[config.mk]
export PLATFORM = sky130hd
export DESIGN_NAME = route_interlock
export DESIGN_NICKNAME = d
export VERILOG_FILES = /design/src/rtl/ilk_pkg.sv /design/src/rtl/ilk_req_merge.sv /design/src/rtl/ilk_lock_phase.sv /design/src/rtl/ilk_switch_phase.sv /design/src/rtl/ilk_signal_phase.sv /design/src/rtl/route_interlock.sv
export SDC_FILE = /design/constraint.sdc
export NUM_CORES = 1
export LEC_CHECK = 0
export ABC_AREA = 1
export BUFFER_PORTS_ARGS = -buffer_cell sky130_fd_sc_hd__buf_2
export CORE_UTILIZATION = 32
export DETAILED_ROUTE_END_ITERATION = 8
export PLACE_DENSITY = 0.81
export SLEW_MARGIN = 20
export SYNTH_ARGS = -nofsm -noshare
export SYNTH_HDL_FRONTEND = slang
export SYNTH_SLANG_ARGS = --single-unit
[constraint.sdc]
create_clock -name clk -period 0.98 [get_ports clk]
set_input_delay 0 -clock clk [delete_from_list [all_inputs] [get_ports clk]]
set_output_delay 0 -clock clk [all_outputs]
set_load 0.1 [all_outputs]
[src/rtl/ilk_pkg.sv]
package ilk_pkg;

    localparam int NUM_ROUTES   = 5;
    localparam int NUM_SEGS     = 6;
    localparam int NUM_SWITCHES = 3;

    typedef logic [NUM_ROUTES-1:0]   route_vec_t;
    typedef logic [NUM_SEGS-1:0]     seg_vec_t;
    typedef logic [NUM_SWITCHES-1:0] sw_vec_t;

    typedef enum logic {
        ASPECT_STOP    = 1'b0,
        ASPECT_PROCEED = 1'b1
    } aspect_e;

    typedef enum logic {
        POS_NORMAL  = 1'b0,
        POS_REVERSE = 1'b1
    } sw_pos_e;

    typedef struct packed {
        route_vec_t lock;
        sw_vec_t    sw;
        route_vec_t sig;
    } ilk_state_t;

    // Track segments used by each route.
    function automatic seg_vec_t route_segs(input int r);
        seg_vec_t m;
        m = '0;
        case (r)
            0: m = 6'b000011;
            1: m = 6'b000101;
            2: m = 6'b011000;
            3: m = 6'b101000;
            4: m = 6'b100100;
            default: m = '0;
        endcase
        return m;
    endfunction

    // Switches that a route sets.
    function automatic sw_vec_t route_sw_used(input int r);
        sw_vec_t m;
        m = '0;
        case (r)
            0: m = 3'b001;
            1: m = 3'b001;
            2: m = 3'b010;
            3: m = 3'b110;
            4: m = 3'b100;
            default: m = '0;
        endcase
        return m;
    endfunction

    // Required positions of the switches a route sets (1 = reverse).
    function automatic sw_vec_t route_sw_pos(input int r);
        sw_vec_t m;
        m = '0;
        case (r)
            1: m = 3'b001;
            3: m = 3'b110;
            default: m = '0;
        endcase
        return m;
    endfunction

    // Routes that share at least one segment with route r.
    function automatic route_vec_t conflict_row(input int r);
        route_vec_t m;
        m = '0;
        for (int b = 0; b < NUM_ROUTES; b++) begin
            if (b != r && (route_segs(r) & route_segs(b)) != '0)
                m[b] = 1'b1;
        end
        return m;
    endfunction

endpackage

[src/rtl/ilk_req_merge.sv]
module ilk_req_merge
    import ilk_pkg::*;
#(
    parameter int N_STATIONS = 3
) (
    input  logic [N_STATIONS*NUM_ROUTES-1:0] tc_i,
    output route_vec_t                       req_o
);
    localparam int LAST = N_STATIONS - 1;

    route_vec_t partial [N_STATIONS];

    assign partial[0] = tc_i[NUM_ROUTES-1:0];

    genvar s;
    generate
        for (s = 1; s < N_STATIONS; s++) begin : g_stn
            assign partial[s] = partial[s-1] | tc_i[s*NUM_ROUTES +: NUM_ROUTES];
        end
    endgenerate

    assign req_o = partial[LAST];
endmodule

[src/rtl/ilk_lock_phase.sv]
module ilk_lock_phase
    import ilk_pkg::*;
(
    input  route_vec_t lock_q,
    input  route_vec_t req,
    input  seg_vec_t   occ,
    input  route_vec_t passed,
    output route_vec_t lock_next
);
    route_vec_t granted;

    // Phase 1: walk the routes in index order against the locks so far.
    always_comb begin
        granted = lock_q;
        for (int r = 0; r < NUM_ROUTES; r++) begin
            if (req[r] && !granted[r]
                && (granted & conflict_row(r)) == '0
                && (occ & route_segs(r)) == '0)
                granted[r] = 1'b1;
        end
    end

    // Phase 2: release routes the train has left.
    assign lock_next = granted & ~passed;
endmodule

[src/rtl/ilk_switch_phase.sv]
module ilk_switch_phase
    import ilk_pkg::*;
(
    input  route_vec_t lock_next,
    input  sw_vec_t    sw_q,
    output sw_vec_t    sw_next
);
    genvar w;
    generate
        for (w = 0; w < NUM_SWITCHES; w++) begin : g_sw
            logic    claimed;
            sw_pos_e want;
            always_comb begin
                claimed = 1'b0;
                want    = POS_NORMAL;
                for (int r = 0; r < NUM_ROUTES; r++) begin
                    if (lock_next[r] && route_sw_used(r)[w]) begin
                        claimed = 1'b1;
                        want    = sw_pos_e'(route_sw_pos(r)[w]);
                    end
                end
            end
            assign sw_next[w] = claimed ? want : sw_q[w];
        end
    endgenerate
endmodule

[src/rtl/ilk_signal_phase.sv]
module ilk_signal_phase
    import ilk_pkg::*;
(
    input  route_vec_t lock_next,
    output route_vec_t sig_next
);
    genvar r;
    generate
        for (r = 0; r < NUM_ROUTES; r++) begin : g_sig
            aspect_e asp;
            assign asp         = lock_next[r] ? ASPECT_PROCEED : ASPECT_STOP;
            assign sig_next[r] = asp;
        end
    endgenerate
endmodule

[src/rtl/route_interlock.sv]
module route_interlock
    import ilk_pkg::*;
#(
    parameter int N_STATIONS = 3
) (
    input  logic                             clk,
    input  logic                             rst,
    input  logic [N_STATIONS*NUM_ROUTES-1:0] tc_i,
    input  logic [NUM_SEGS-1:0]              occ_i,
    input  logic [NUM_ROUTES-1:0]            passed_i,
    output logic [NUM_ROUTES-1:0]            lock_o,
    output logic [NUM_SWITCHES-1:0]          switch_o,
    output logic [NUM_ROUTES-1:0]            signal_o
);
    ilk_state_t st_q;
    ilk_state_t st_d;
    route_vec_t req;

    ilk_req_merge #(.N_STATIONS(N_STATIONS)) u_merge (
        .tc_i  (tc_i),
        .req_o (req)
    );

    ilk_lock_phase u_lock (
        .lock_q    (st_q.lock),
        .req       (req),
        .occ       (occ_i),
        .passed    (passed_i),
        .lock_next (st_d.lock)
    );

    ilk_switch_phase u_sw (
        .lock_next (st_d.lock),
        .sw_q      (st_q.sw),
        .sw_next   (st_d.sw)
    );

    ilk_signal_phase u_sig (
        .lock_next (st_d.lock),
        .sig_next  (st_d.sig)
    );

    always_ff @(posedge clk) begin
        if (rst) begin
            st_q.lock <= '0;
            st_q.sw   <= {NUM_SWITCHES{POS_NORMAL}};
            st_q.sig  <= {NUM_ROUTES{ASPECT_STOP}};
        end else begin
            st_q <= st_d;
        end
    end

    assign lock_o   = st_q.lock;
    assign switch_o = st_q.sw;
    assign signal_o = st_q.sig;
endmodule

==> metrics.txt <==
worst endpoint data arrival time 1.32 ns; final hold viol count 0; worst setup path class reg -> reg; final RePlAce weighted congestion 0.673; Cells after DPL 127; Tot Pwr 1.07 mW; TritonRoute pass-1 iters 4; HP Class in -> reg; Max Slew Vio Count 0; Synth cell types 16; total CTS buffers 3; fin util 0.767; Tot GR Track Use 0.193; worst rel slew slack 0.849; Max VDD drop around 730 uV; MaxCap Viol Count 0; PD cells 1040 nW/um2; antenna violations before repair 0; failing checks negative setup slack; largest net degree at the start of global routing 9; initial drt markers 4; # clock sinks 8; Row Count 13; Final nets 152; unrepaired setup endpoints after global routing true; part of the cycle the worst path needs 1.15; Syn Area/Cell 6.39 um2; CP endpoint kind flop; Post-Place Worst Slack -0.153 ns; routed wl met2 755 um; layout cell share with drive strength beyond 1 0.577; Ys Warns 0; Synth Register Bits 8; CTS tree done; clk_lat worst skew 0.26 ns; Max Fclk 887 MHz; Die ar. 1620 um2; static leakage between 0.5 and 0.6 nW; num ports 41; H-tree Lvls 1; DP HPWL approximately 1100 um; wire per inst 10.5 um; Die Width 40.2 um; minimum clock period 1.13 ns; startpoint types flop; Layout area overhead 119%; Port Buffer Count 40; initial core utilization 0.350; status finished, violations left; DR vias 599; Vert. Die Dim around 40 um; most common cell after layout, fill and taps aside buf_2; drt via density 4.34; Worst-path clk slew 0.06 ns; Layout Cells excl Fill 138; Clock Skew 0.00106 ns; drt drc 0; sequential fraction of the synthesis area 0.343; Core Box Area 1330 um2; met1 WL around 570 um; Net Count, Synth a little over 100; Routed Antenna Nets 0; vias in the first global route 530; metal3 WL 96 um; post-synthesis cell count 73; Routed Wire Length 1440 um; Clock Root Buffer clkbuf_4; Req. time, crit path 1.18 ns; worst-margin pin slew 0.224 ns; final setup fails 7; Post-Syn Area 467 um2; final worst slack -0.147 ns; worst-path maximum fanout 2; filler cell count between 100 and 150; highest routed layer met4; ant diodes 0; clock buffer depth 2; first-pass GRT wire length approximately 2000 um; most frequent cells in the layout 27 x buf_2, 14 x inv_1, 13 x buf_12, 12 x nor2_1, 11 x nand2_1; Congestion Overflow GR 0
## routing by layer
layer,vias up,track usage
met5,-,0
met4,0,0.125
met3,2,0.0333
met2,26,0.387
met1,261,0.169
li1,310,-
## power by group
group / leakage [nW] / switching, mW / internal (mW)
clock: 0.0150 / 0.127 / 0.157
sequential: 0.0702 / 0.0147 / 0.333
combinational: 0.435 / 0.253 / 0.181
total: 0.521 / 0.395 / 0.671
## kinds of logic after synthesis
| group | synth area share |
|---|---|
| buffers and inverters | 0.217 |
| and+or+nand+nor | 0.348 |
| DFF | 0.343 |
| AOI/OAI and AO/OA | 0.0912 |
## registers in the layout (all words and copies together), names as in the netlist
register / count
switch_o: 3
signal_o: 5
## stage by stage
step | TNS (ns) | area [um2] | hold slack [ns]
2_1_floorplan | -0.885 | 489 | 0.142
3_3_place_gp | -0.172 | 900 | 0.236
3_5_place_dp | -0.404 | 900 | 0.248
4_1_cts | -0.461 | 1000 | 0.116
5_1_grt | -1.17 | 1020 | 0.139
6_report | -0.533 | 1020 | 0.123
## synth_stat cells
| master | count | share of area |
|---|---|---|
| a21o_1 | 1 | 0.016 |
| a21o_2 | 1 | 0.019 |
| a21oi_1 | 3 | 0.032 |
| buf_1 | 1 | 0.0080 |
| buf_4 | 5 | 0.080 |
| dfxtp_1 | 8 | 0.34 |
| inv_1 | 15 | 0.12 |
| inv_2 | 1 | 0.0080 |
| nand2_1 | 14 | 0.11 |
| nand2_2 | 2 | 0.027 |
| nand3_1 | 3 | 0.032 |
| nand3_2 | 1 | 0.021 |
| nor2_1 | 12 | 0.097 |
| nor2_2 | 2 | 0.027 |
| nor3_1 | 3 | 0.032 |
| o21bai_2 | 1 | 0.024 |
## final timing paths
| kind | startpoint | to | slack [ns] | cells past startpoint |
|---|---|---|---|---|
| min reg2reg | switch_o[0] | switch_o[0] | 0.49 | 2 |
| min | occ_i[4] | signal_o[2] | 0.12 | 5 |
| max | signal_o[3] | signal_o[4] | -0.15 | 9 |
| max reg2reg | signal_o[3] | signal_o[4] | -0.15 | 9 |
## worst max-delay path, cell delays in order (launching register included)
cell	delay, ns
dfxtp_4	0.35
inv_4	0.05
nand2_2	0.05
nor2_2	0.09
nand2_2	0.07
nand3_2	0.07
nand3_2	0.09
o21bai_4	0.14
nand2_1	0.08
nor2_1	0.08
## final cells by class
| class | instances | area [um2] | area share |
|---|---|---|---|
| clock buffer | 4 | 26.3 | 0.0257 |
| timing repair buffer | 52 | 504 | 0.493 |
| inverter | 16 | 62.6 | 0.0611 |
| multi-input combinational | 43 | 229 | 0.224 |
| sequential | 8 | 183 | 0.178 |
| tap | 15 | 18.8 | 0.0183 |
## repair_timing
item | 4_1_cts | 5_1_grt
gates resized for setup | 3 | 5
hold endpoints to repair | 8 | 0
hold buffers | 6 | 0
gates cloned | 0 | 0
buffers inserted | 1 | 0
pin swaps | 7 | 2
endpoints found under the setup margin | 5 | 9
Note: power is estimated with default switching activity, not from simulation.
